[src/rtl/hwfc_pkg.sv]
package hwfc_pkg;
  // Scale a stored threshold field (units of 2**sh bytes) to a byte level.
  function automatic logic [15:0] field_to_level(input logic [7:0] field, input int sh);
    return 16'(field) << sh;
  endfunction
endpackage

[src/rtl/hwfc_cts_sync.sv]
module hwfc_cts_sync #(
  parameter int   STAGES  = 2,
  parameter logic RST_VAL = 1'b1
) (
  input  logic clk,
  input  logic rst_n,
  input  logic d_async,
  output logic q_sync
);
  logic [STAGES-1:0] chain;

  always_ff @(posedge clk or negedge rst_n) begin
    if (!rst_n) chain <= {STAGES{RST_VAL}};
    else        chain <= {chain[STAGES-2:0], d_async};
  end

  assign q_sync = chain[STAGES-1];

  // the output can only fall after the stage before it held 0
  a_r7_sync_order: assert property (@(posedge clk) disable iff (!rst_n)
    $fell(q_sync) |-> !$past(chain[STAGES-2]));
endmodule

[src/rtl/hwfc_rts_hyst.sv]
module hwfc_rts_hyst #(
  parameter int LVL_W = 7
) (
  input  logic             clk,
  input  logic             rst_n,
  input  logic [LVL_W-1:0] level,
  input  logic [LVL_W-1:0] halt_lvl,
  input  logic [LVL_W-1:0] restore_lvl,
  input  logic             auto_en,
  input  logic             sw_req,
  output logic             halted,
  output logic             rts_n
);
  logic hit_halt, hit_restore, halted_nxt, rts_n_nxt;

  assign hit_halt    = (level >= halt_lvl);
  assign hit_restore = (level <= restore_lvl);

  always_comb begin
    halted_nxt = halted;
    if (!auto_en)         halted_nxt = 1'b0;
    else if (hit_halt)    halted_nxt = 1'b1;
    else if (hit_restore) halted_nxt = 1'b0;
    rts_n_nxt = !(sw_req && !(auto_en && halted_nxt));
  end

  always_ff @(posedge clk or negedge rst_n) begin
    if (!rst_n) begin
      halted <= 1'b0;
      rts_n  <= 1'b1;
    end else begin
      halted <= halted_nxt;
      rts_n  <= rts_n_nxt;
    end
  end

  a_r3_halt_drops_rts: assert property (@(posedge clk) disable iff (!rst_n)
    (auto_en && hit_halt) |=> rts_n);
  a_r5_sw_low_forces: assert property (@(posedge clk) disable iff (!rst_n)
    !sw_req |=> rts_n);
  a_r4_band_holds: assert property (@(posedge clk) disable iff (!rst_n)
    (auto_en && halted && !hit_restore) |=> halted);
  a_r10_halt_wins: assert property (@(posedge clk) disable iff (!rst_n)
    (auto_en && hit_halt && hit_restore) |=> (halted && rts_n));
  a_r6_manual_clear: assert property (@(posedge clk) disable iff (!rst_n)
    !auto_en |=> !halted);
endmodule

[src/rtl/hwfc_cts_gate.sv]
module hwfc_cts_gate (
  input  logic auto_en,
  input  logic cts_sync_n,
  output logic permit
);
  // with gating off the transmitter is always free to start
  assign permit = !auto_en || !cts_sync_n;
endmodule

[src/rtl/hwfc_top.sv]
module hwfc_top #(
  parameter int LVL_W    = 7,
  parameter int FIELD_W  = 4,
  parameter int SCALE_SH = 2
) (
  input  logic                 clk,
  input  logic                 rst_n,
  input  logic [LVL_W-1:0]     rx_level,
  input  logic [2*FIELD_W-1:0] thresh_cfg,
  input  logic                 sw_rts_req,
  input  logic                 auto_rts_en,
  input  logic                 auto_cts_en,
  input  logic                 cts_in_n,
  output logic                 rts_out_n,
  output logic                 tx_permit
);
  import hwfc_pkg::*;

  localparam int SYNC_STAGES = 2;

  logic [LVL_W-1:0] halt_lvl, restore_lvl;
  logic             halted_st, cts_sync_n;

  // fields scaled to byte levels
  assign halt_lvl    = LVL_W'(field_to_level(8'(thresh_cfg[FIELD_W-1:0]), SCALE_SH));
  assign restore_lvl = LVL_W'(field_to_level(8'(thresh_cfg[2*FIELD_W-1:FIELD_W]), SCALE_SH));

  hwfc_rts_hyst #(.LVL_W(LVL_W)) u_rts (
    .clk(clk), .rst_n(rst_n), .level(rx_level),
    .halt_lvl(halt_lvl), .restore_lvl(restore_lvl),
    .auto_en(auto_rts_en), .sw_req(sw_rts_req),
    .halted(halted_st), .rts_n(rts_out_n)
  );

  hwfc_cts_sync #(.STAGES(SYNC_STAGES), .RST_VAL(1'b1)) u_sync (
    .clk(clk), .rst_n(rst_n), .d_async(cts_in_n), .q_sync(cts_sync_n)
  );

  hwfc_cts_gate u_gate (
    .auto_en(auto_cts_en), .cts_sync_n(cts_sync_n), .permit(tx_permit)
  );

  // a halted state only arises from automatic RTS being on
  a_r1_halt_needs_auto: assert property (@(posedge clk) disable iff (!rst_n)
    $rose(halted_st) |-> $past(auto_rts_en));
endmodule

[config.mk]
export PLATFORM = sky130hd
export DESIGN_NAME = hwfc_top
export DESIGN_NICKNAME = d
export VERILOG_FILES = /design/src/rtl/hwfc_pkg.sv /design/src/rtl/hwfc_cts_sync.sv /design/src/rtl/hwfc_rts_hyst.sv /design/src/rtl/hwfc_cts_gate.sv /design/src/rtl/hwfc_top.sv
export SDC_FILE = /design/constraint.sdc
export NUM_CORES = 1
export LEC_CHECK = 0
export BUFFER_PORTS_ARGS = -buffer_cell sky130_fd_sc_hd__buf_2
export CORE_MARGIN = 8
export CORE_UTILIZATION = 35
export CTS_CLUSTER_DIAMETER = 80
export DETAILED_ROUTE_END_ITERATION = 7
export SLEW_MARGIN = 20
export SYNTH_ARGS = -nofsm -noshare
export SYNTH_HDL_FRONTEND = slang
export SYNTH_HIERARCHICAL = 1
export SYNTH_SLANG_ARGS = --single-unit
[constraint.sdc]
create_clock -name clk -period 0.95 [get_ports clk]
set_clock_uncertainty 0.1 [all_clocks]
set_input_delay 0.0475 -clock clk [delete_from_list [all_inputs] [get_ports clk]]
set_output_delay 0.0475 -clock clk [all_outputs]
set_load 0.03 [all_outputs]
==> flow_summary.yaml <==
power_and_ir_drop:
  internal_power_uw: 545.1
  total_power_uw: 771.0
  p_leak_uw: 0.0004282
  power.density_mw_per_mm2: 830.5
  power_frac_comb_pct: 45.4
  pwr-share-clk_pct: 29.2
  vdd.ir_drop.worst_uv: 523.0
  p_seq_share_pct: 25.4
  switching_share_pct: 29.31
  power_switching_uw: 225.9
logic_synthesis:
  yosysTopAreaCell: "ha_1"
  syn_inst: 55
  yosysSeqAreaShare_pct: 20.85
  yosys-top-cells-area: "ha_1, dfstp_2, inv_1"
  ys_seq_elements: 4
  synth.avg_cell_area_sq_um: 9.054
  synth.top_cell.area_share_pct: 35.18
  synth_cell_types: 19
  synthesis.area_sq_um: 498.0
  yosysWarnings: 6
finish:
  layout_commonest_cell: "buf_2"
  postLayoutCoreUtil_pct: 70.47
  finalNetCount: 128
  layout_common_cells: "buf_2, buf_6, inv_1, ha_4"
  layout-drive-gt1-share_pct: 55.43
  num-fill-cells: 115
  stdcell_count: 107
  finalInstanceArea_sq_um: 928.4
  n_antenna_cell: 0
  area_growth_pct: 86.43
grt:
  grt_pass1_wl_microns: 2076
  grt-ovfl-total: 0
  grt_max_degree: 5
  grt_pass1_vias: 521
  grtUsageTotal_pct: 9.603
  antenna_found_initial: 0
critical_path:
  arrival_ns: 0.92
  cp_max_fo: 1
  cp.required_ns: 0.80
  setup.worst_path.class: "flop to output pin"
  critPathLaunchType: "flop"
  crit_path_end_kind: "output pin"
placement:
  place_hpwl_microns: 1008
  portBuffers: 22
  placed_cell_area_sq_um: 685.7
  routabilityCongestion: 0.7402
  dp_cells: 99
floorplanning:
  dieHeight_microns: 53.72
  die_w_microns: 53.72
  pin_count: 23
  dieArea_sq_mm: 0.002886
  start_util_pct: 37.80
  core_region_area_sq_mm: 0.001318
  rows: 13
clock_tree:
  clk_pin_slew_ns: 0.04
  clock_sinks: 4
  cts_tree: "yes"
  cts_buffer_depth: 2
  numCtsBuffers: 3
  htreeDepth: 1
  cts.root.buffer_cell: "clkbuf_4"
  clock_latency_ns: 0.23
min_path:
  holdCritPathClass: "primary input to asynchronous set/reset pin"
sta:
  hold_viol: 0
  setup_slack_ns: -0.1195
  rsz0062_at_grt: "yes"
  min_period_ns: 1.070
  fmax_mhz: 935.0
  setup_violations: 2
  drv_slew: 0
  period_share_pct: 112.6
outcome:
  violations: "setup timing"
  status: "complete, but fails checks"
detailed_routing:
  vias: 497
  first_pass_iters: 2
  drc: 0
  drtIter0Drc: 1
  wl_microns: 1289
  post_drt_wl_per_cell_microns: 12.05
  viasPerCell: 4.645
  antenna_left: 0
flow_run:
  max_cap_viol_count: 0
==> state kept, by name, indices dropped and copies added (netlist names) <==
| signal | cells |
|---|---|
| u_sync/chain | 2 |
| u_rts/rts_n | 1 |
| u_rts/halted | 1 |
==> what timing repair did <==
item                                    4_1_cts  5_1_grt
hold buffers                                  3        0
endpoints found under the hold margin         6        0
setup buffers                                 1        0
gates resized for setup                      12       24
pin swaps                                     4       10
endpoints found under the setup margin        4        4
==> cell usage after synthesis <==
library cell,number
o21a_1,1
nand3b_1,1
o21bai_1,1
o211ai_1,1
nand4_1,1
nand2_1,4
dfrtp_1,1
ha_1,14
o21ai_0,1
and4_1,1
inv_1,13
o21ai_1,1
a2bb2oi_2,1
nand3_1,3
a2111oi_4,1
nand2b_4,1
a21oi_1,5
dfstp_2,3
conb_1,1
==> kinds of logic (layout without fill, tap and decap cells) <==
logic type | after synthesis | count (layout) | synth area share [%]
DFF | 4 | 4 | 20.85
AOI/OAI and AO/OA | 12 | 12 | 20.10
other | 1 | 6 | 0.7530
buffers and inverters | 13 | 45 | 9.800
and+or+nand+nor | 11 | 11 | 13.32
adders and majority gates | 14 | 14 | 35.18
==> critical path, cell delays in order (launching register included) <==
cell and delay [ns]:
dfstp_2 0.51, nand2_2 0.05, buf_6 0.13
==> per-layer routing <==
layer	track usage [%]	share of wire, %
met1	9.233	36
met5	0	0
met2	17.18	57
met3	3.857	6.5
met4	5.042	0
==> worst paths after layout <==
check | from | to | slack [ns] | depth (start not counted)
max | u_sync/chain[1] | tx_permit | -0.12 | 2
min | rst_n | u_rts/halted | 0.04 | 2
max reg2reg | u_rts/halted | u_rts/halted | 0.08 | 3
min reg2reg | u_sync/chain[0] | u_sync/chain[1] | 0.25 | 0
max in group asynchronous | rst_n | u_sync/chain[0] | 0.51 | 2
min in group clk | auto_rts_en | u_rts/rts_n | 0.04 | 4
==> power groups by stage <==
stage | logic, uW | clock network [uW] | registers (uW)
after floorplan | 145 | 0 | 205
after global placement | 240 | 0 | 196
after detailed placement | 244 | 0 | 197
after CTS | 294 | 230 | 196
after global routing | 387 | 252 | 199
final | 350 | 225 | 196
==> layout make-up <==
cell class | instances | area, sq um | area share [%]
clock buffer | 4 | 26.28 | 2.830
timing repair buffer | 28 | 225.2 | 24.26
sequential | 4 | 103.9 | 11.19
tap | 15 | 18.77 | 2.022
multi-input combinational | 43 | 490.5 | 52.83
inverter | 13 | 63.81 | 6.873
==> per-stage QoR <==
| stage | worst slack, ns | hold WS [ns] | TNS [ns] |
|---|---|---|---|
| after floorplan | -0.07191 | -0.3481 | -0.1199 |
| after global placement | -0.2970 | -0.2479 | -0.5758 |
| after detailed placement | -0.3007 | -0.2486 | -0.5824 |
| after CTS | -0.1147 | 0.03809 | -0.1927 |
| after global routing | -0.1573 | 0.05192 | -0.3473 |
| final | -0.1195 | 0.03993 | -0.1918 |
Note: power is estimated with default switching activity, not from simulation.
